===== src/rtl/trap_cmp_pkg.sv =====
package trap_cmp_pkg;

    localparam int COND_W   = 5;
    localparam int CAUSE_W  = 4;

    // Bit positions inside the condition mask (decoded by the instruction format).
    localparam int C_SLT = 4;
    localparam int C_SGT = 3;
    localparam int C_EQ  = 2;
    localparam int C_ULT = 1;
    localparam int C_UGT = 0;

    localparam logic [CAUSE_W-1:0] CAUSE_NONE = 4'h0;
    localparam logic [CAUSE_W-1:0] CAUSE_TRAP = 4'h2;

    typedef struct packed {
        logic                 req;
        logic [CAUSE_W-1:0]   cause;
    } trap_out_t;

endpackage


===== src/rtl/trap_rel_eval.sv =====
module trap_rel_eval
    import trap_cmp_pkg::*;
#(
    parameter int W = 32
) (
    input  logic [W-1:0]      a,
    input  logic [W-1:0]      b,
    output logic [COND_W-1:0] rel
);

    logic eq_w;
    logic ult_w;
    logic sign_diff;

    always_comb begin
        eq_w      = (a == b);
        ult_w     = (a < b);
        sign_diff = a[W-1] ^ b[W-1];
        // Signed ordering equals unsigned ordering unless the signs differ,
        // in which case the negative operand is the smaller one.
        rel[C_EQ]  = eq_w;
        rel[C_ULT] = ult_w;
        rel[C_UGT] = !ult_w && !eq_w;
        rel[C_SLT] = sign_diff ? a[W-1] : ult_w;
        rel[C_SGT] = sign_diff ? b[W-1] : (!ult_w && !eq_w);
    end

endmodule


===== src/rtl/trap_cond_match.sv =====
module trap_cond_match
    import trap_cmp_pkg::*;
(
    input  logic [COND_W-1:0] rel,
    input  logic [COND_W-1:0] cond,
    output logic              hit
);

    always_comb begin
        hit = |(rel & cond);
    end

endmodule


===== src/rtl/trap_cond_unit.sv =====
module trap_cond_unit
    import trap_cmp_pkg::*;
#(
    parameter int  WORD_W  = 32,
    parameter bit  WIDE_EN = 1'b1,
    localparam int DATA_W  = WIDE_EN ? 2 * WORD_W : WORD_W
) (
    input  logic                clk,
    input  logic                rst_n,
    input  logic                in_valid,
    input  logic                in_wide,
    input  logic [DATA_W-1:0]   op_a,
    input  logic [DATA_W-1:0]   op_b,
    input  logic [COND_W-1:0]   cond,
    output logic                trap_req,
    output logic [CAUSE_W-1:0]  trap_cause
);

    logic [COND_W-1:0] rel_word;
    logic [COND_W-1:0] rel_sel;
    logic              hit;
    trap_out_t         out_d;
    trap_out_t         out_q;

    trap_rel_eval #(.W(WORD_W)) u_rel_word (
        .a   (op_a[WORD_W-1:0]),
        .b   (op_b[WORD_W-1:0]),
        .rel (rel_word)
    );

    generate
        if (WIDE_EN) begin : g_dbl
            logic [COND_W-1:0] rel_dbl;

            trap_rel_eval #(.W(DATA_W)) u_rel_dbl (
                .a   (op_a),
                .b   (op_b),
                .rel (rel_dbl)
            );

            always_comb begin
                rel_sel = in_wide ? rel_dbl : rel_word;
            end
        end else begin : g_word
            always_comb begin
                rel_sel = rel_word;
            end
        end
    endgenerate

    trap_cond_match u_match (
        .rel  (rel_sel),
        .cond (cond),
        .hit  (hit)
    );

    always_comb begin
        out_d       = '0;
        out_d.req   = in_valid && hit;
        out_d.cause = (in_valid && hit) ? CAUSE_TRAP : CAUSE_NONE;
    end

    always_ff @(posedge clk or negedge rst_n) begin
        if (!rst_n) begin
            out_q <= '0;
        end else begin
            out_q <= out_d;
        end
    end

    assign trap_req   = out_q.req;
    assign trap_cause = out_q.cause;

endmodule


===== config.mk =====
export PLATFORM = sky130hd
export DESIGN_NAME = trap_cond_unit
export DESIGN_NICKNAME = d
export VERILOG_FILES = /design/src/rtl/trap_cmp_pkg.sv /design/src/rtl/trap_rel_eval.sv /design/src/rtl/trap_cond_match.sv /design/src/rtl/trap_cond_unit.sv
export SDC_FILE = /design/constraint.sdc
export NUM_CORES = 1
export LEC_CHECK = 0
export ABC_AREA = 1
export CORE_ASPECT_RATIO = 0.8
export CORE_MARGIN = 4
export CORE_UTILIZATION = 35
export CTS_BUF_LIST = sky130_fd_sc_hd__clkbuf_16
export DETAILED_ROUTE_END_ITERATION = 12
export DONT_BUFFER_PORTS = 1
export GPL_TIMING_DRIVEN = 0
export HOLD_SLACK_MARGIN = 0.03
export PLACE_DENSITY_LB_ADDON = 0.3
export SYNTH_ARGS = -nofsm -noshare
export SYNTH_HDL_FRONTEND = slang
export SYNTH_SLANG_ARGS = --single-unit

===== constraint.sdc =====
create_clock -name clk -period 0.8 [get_ports clk]
set_input_delay 0.24 -clock clk [delete_from_list [all_inputs] [get_ports clk]]
set_output_delay 0.24 -clock clk [all_outputs]
set_load 0.02 [all_outputs]

==> run metrics <==
post-DP HPWL 4250 um; fraction of layout cells with a size suffix above 1 41.4%; first-pass GRT wire length 7040 um; Total GRT Usage 11.8%; antenna violations before repair 1; non-filler cells in the finished layout 400; Layout fillers 526; crit path capture type flip-flop; multiplexer share of the synthesized area 0%; num rows 24; share of the synthesized area in the top cell type 40.3%; Adder-Cell Fraction of Synth Area 40.3%; RSZ-0062 raised after global routing true; simple-gate share of the synthesized area 26.9%; number of global-route vias before repair 1,721; Crit Path Class primary input to flip-flop; Synth Instances 314; sequential area share after synthesis 1.26%; final worst slack -0.988 ns; CP cell instances inv_1 > ha_4 > nand2_4 > nor2_2 > nand2_1 > nand2_1 > nand2_2 > nand2_2 > nand2_2 > nand2_4 > nand2_4 > nand2_4 > nand2_2 > a21oi_2 > nand3_1 > nor2_2 > nor2_1; commonest non-fill, non-tap cell in the layout inv_1; Tmin final 1.79 ns; clock slew at reported path FFs 0 ns; leak pwr 1.35 nW; crit start category primary input; area share of xor/xnor cells in the synthesized design 0%; crit path max fanout 3; placed instance count 394; Yosys reg bits 1; Avg Synthesized Cell Area 6.33 um2; Hold Path Stages 2; top post-synthesis cells by area ha_1 40%, inv_1 15%, nand2_1 12%; vias post-DR 1,923; status complete, but fails checks; Compound-Gate Fraction of Synth Area 14.4%; Top delay family on crit path simple AND/OR/NAND/NOR gates; Worst Path Buf+Inv 1; Vias/cell 4.81; Fmax 559 MHz; DRT iter0 DRCs 11; Synth area leader ha_1; worst setup path start op_b[6]; mapped cell area 1990 um2; # setup viols final 2; combinational family with the most area after synthesis adder cells; grt total ovfl 0; Worst EP required 0.68 ns; distinct cell type count after synthesis 28; max-cap violations 0; PwrDens 512 nW/um2; pin count of the biggest net entering global routing 7; slowest stage delay, CP 0.28 ns; die width 92.3 um; Hold Startpoint in_valid; WHS Endpoint trap_cause[1]$_DFF_PN0_; antenna-violating nets left 0; Syn. warnings 0; Area growth, synth to finish 42.4%; Worst path slowest cell ha_4; worst vdd ir 0.205 mV; die area 6960 um2; RePlAce Congestion 0.737; Initial Utilization 36.4%; WL final 5380 um; max reg flops 1; failing checks setup timing; Port Buffer Count 0; Final nets 524; total core area 5470 um2; # DRC 0; DRT Pass-1 Iters 4; chip height 75.4 um; Worst EP arrival 1.67 ns; Placement Setup Slack -1.08 ns; most frequent cells in the layout 56 x inv_1, 47 x nand2_1, 40 x ha_4; final hold violations 0; Total Power 0.00145 W; post-DR wirelength/cell 13.4 um; fin. max-slew vios 0; Worst Hold Class primary input to flip-flop; crit share post-route 224%; Final Core Density 51.8%; Ports 142
kinds of logic (layout without fill, tap and decap cells):
kind of cell,Yosys count,in the layout
buffers and inverters,86,91
other,1,4
DFF,1,1
and+or+nand+nor,112,112
adders and majority gates,64,64
AOI/OAI and AO/OA,50,50
cell type report:
class                   instances  area (um2)  area share, %
diodes                          1        2.50         0.0884
flip-flops and latches          1        25.0          0.884
inverters                      82         335           11.8
multi-input cells             229        2300           81.3
well taps                      78        97.6           3.45
plain buffers                   4        30.0           1.06
repair buffers                  5        40.0           1.41
layer usage:
layer	up-vias	track usage [%]	part of all wire, %
met5	-	0	0
met4	0	0	0.33
met3	2	4.44	8.0
met2	76	23.2	55
met1	835	13.1	37
li1	1010	-	-
where the power goes:
group	leakage (nW)	internal (W)	total [W]	switching (W)
Combinational	1.34	0.000681	0.00138	0.000699
Clock	0.00000634	0.000000000167	0.000000000167	0
Sequential	0.0124	0.0000571	0.0000694	0.0000123
cell usage after synthesis, drive strengths merged:
master,n
o21ai,8
a21oi,35
nor3b,1
o21a,3
nand3,10
nand3b,1
conb,1
inv,81
a21o,1
nand4,5
a21boi,3
ha,64
nand2,72
buf,4
nor2,22
dfrtp,1
nor4,1
clkinv,1
through the flow:
step	area [um2]	hold slack (ns)	TNS, ns
5_1_grt	2830	0.372	-1.25
4_1_cts	2300	0.353	-1.16
2_1_floorplan	2040	-0.0556	-0.907
3_5_place_dp	2140	-0.0555	-1.18
3_3_place_gp	2140	-0.0555	-1.17
6_report	2830	0.355	-1.07
worst max-delay path by stage:
stage                                    endpoint  slack, ns  cells past startpoint
after CTS                 trap_cause[1]$_DFF_PN0_      -1.06                     16
final                     trap_cause[1]$_DFF_PN0_      -0.99                     17
after floorplan           trap_cause[1]$_DFF_PN0_      -0.85                     18
after global routing      trap_cause[1]$_DFF_PN0_      -1.15                     17
after global placement    trap_cause[1]$_DFF_PN0_      -1.08                     13
after detailed placement  trap_cause[1]$_DFF_PN0_      -1.08                     16
repair_timing:
item | in CTS | in global routing
gates cloned | 0 | 0
pin swaps | 23 | 63
setup buffers | 1 | 3
hold buffers | 1 | 0
resized for setup | 26 | 92
endpoints found under the hold margin | 1 | 0
setup endpoints to repair | 2 | 2
(Power assumes the default switching activity.)
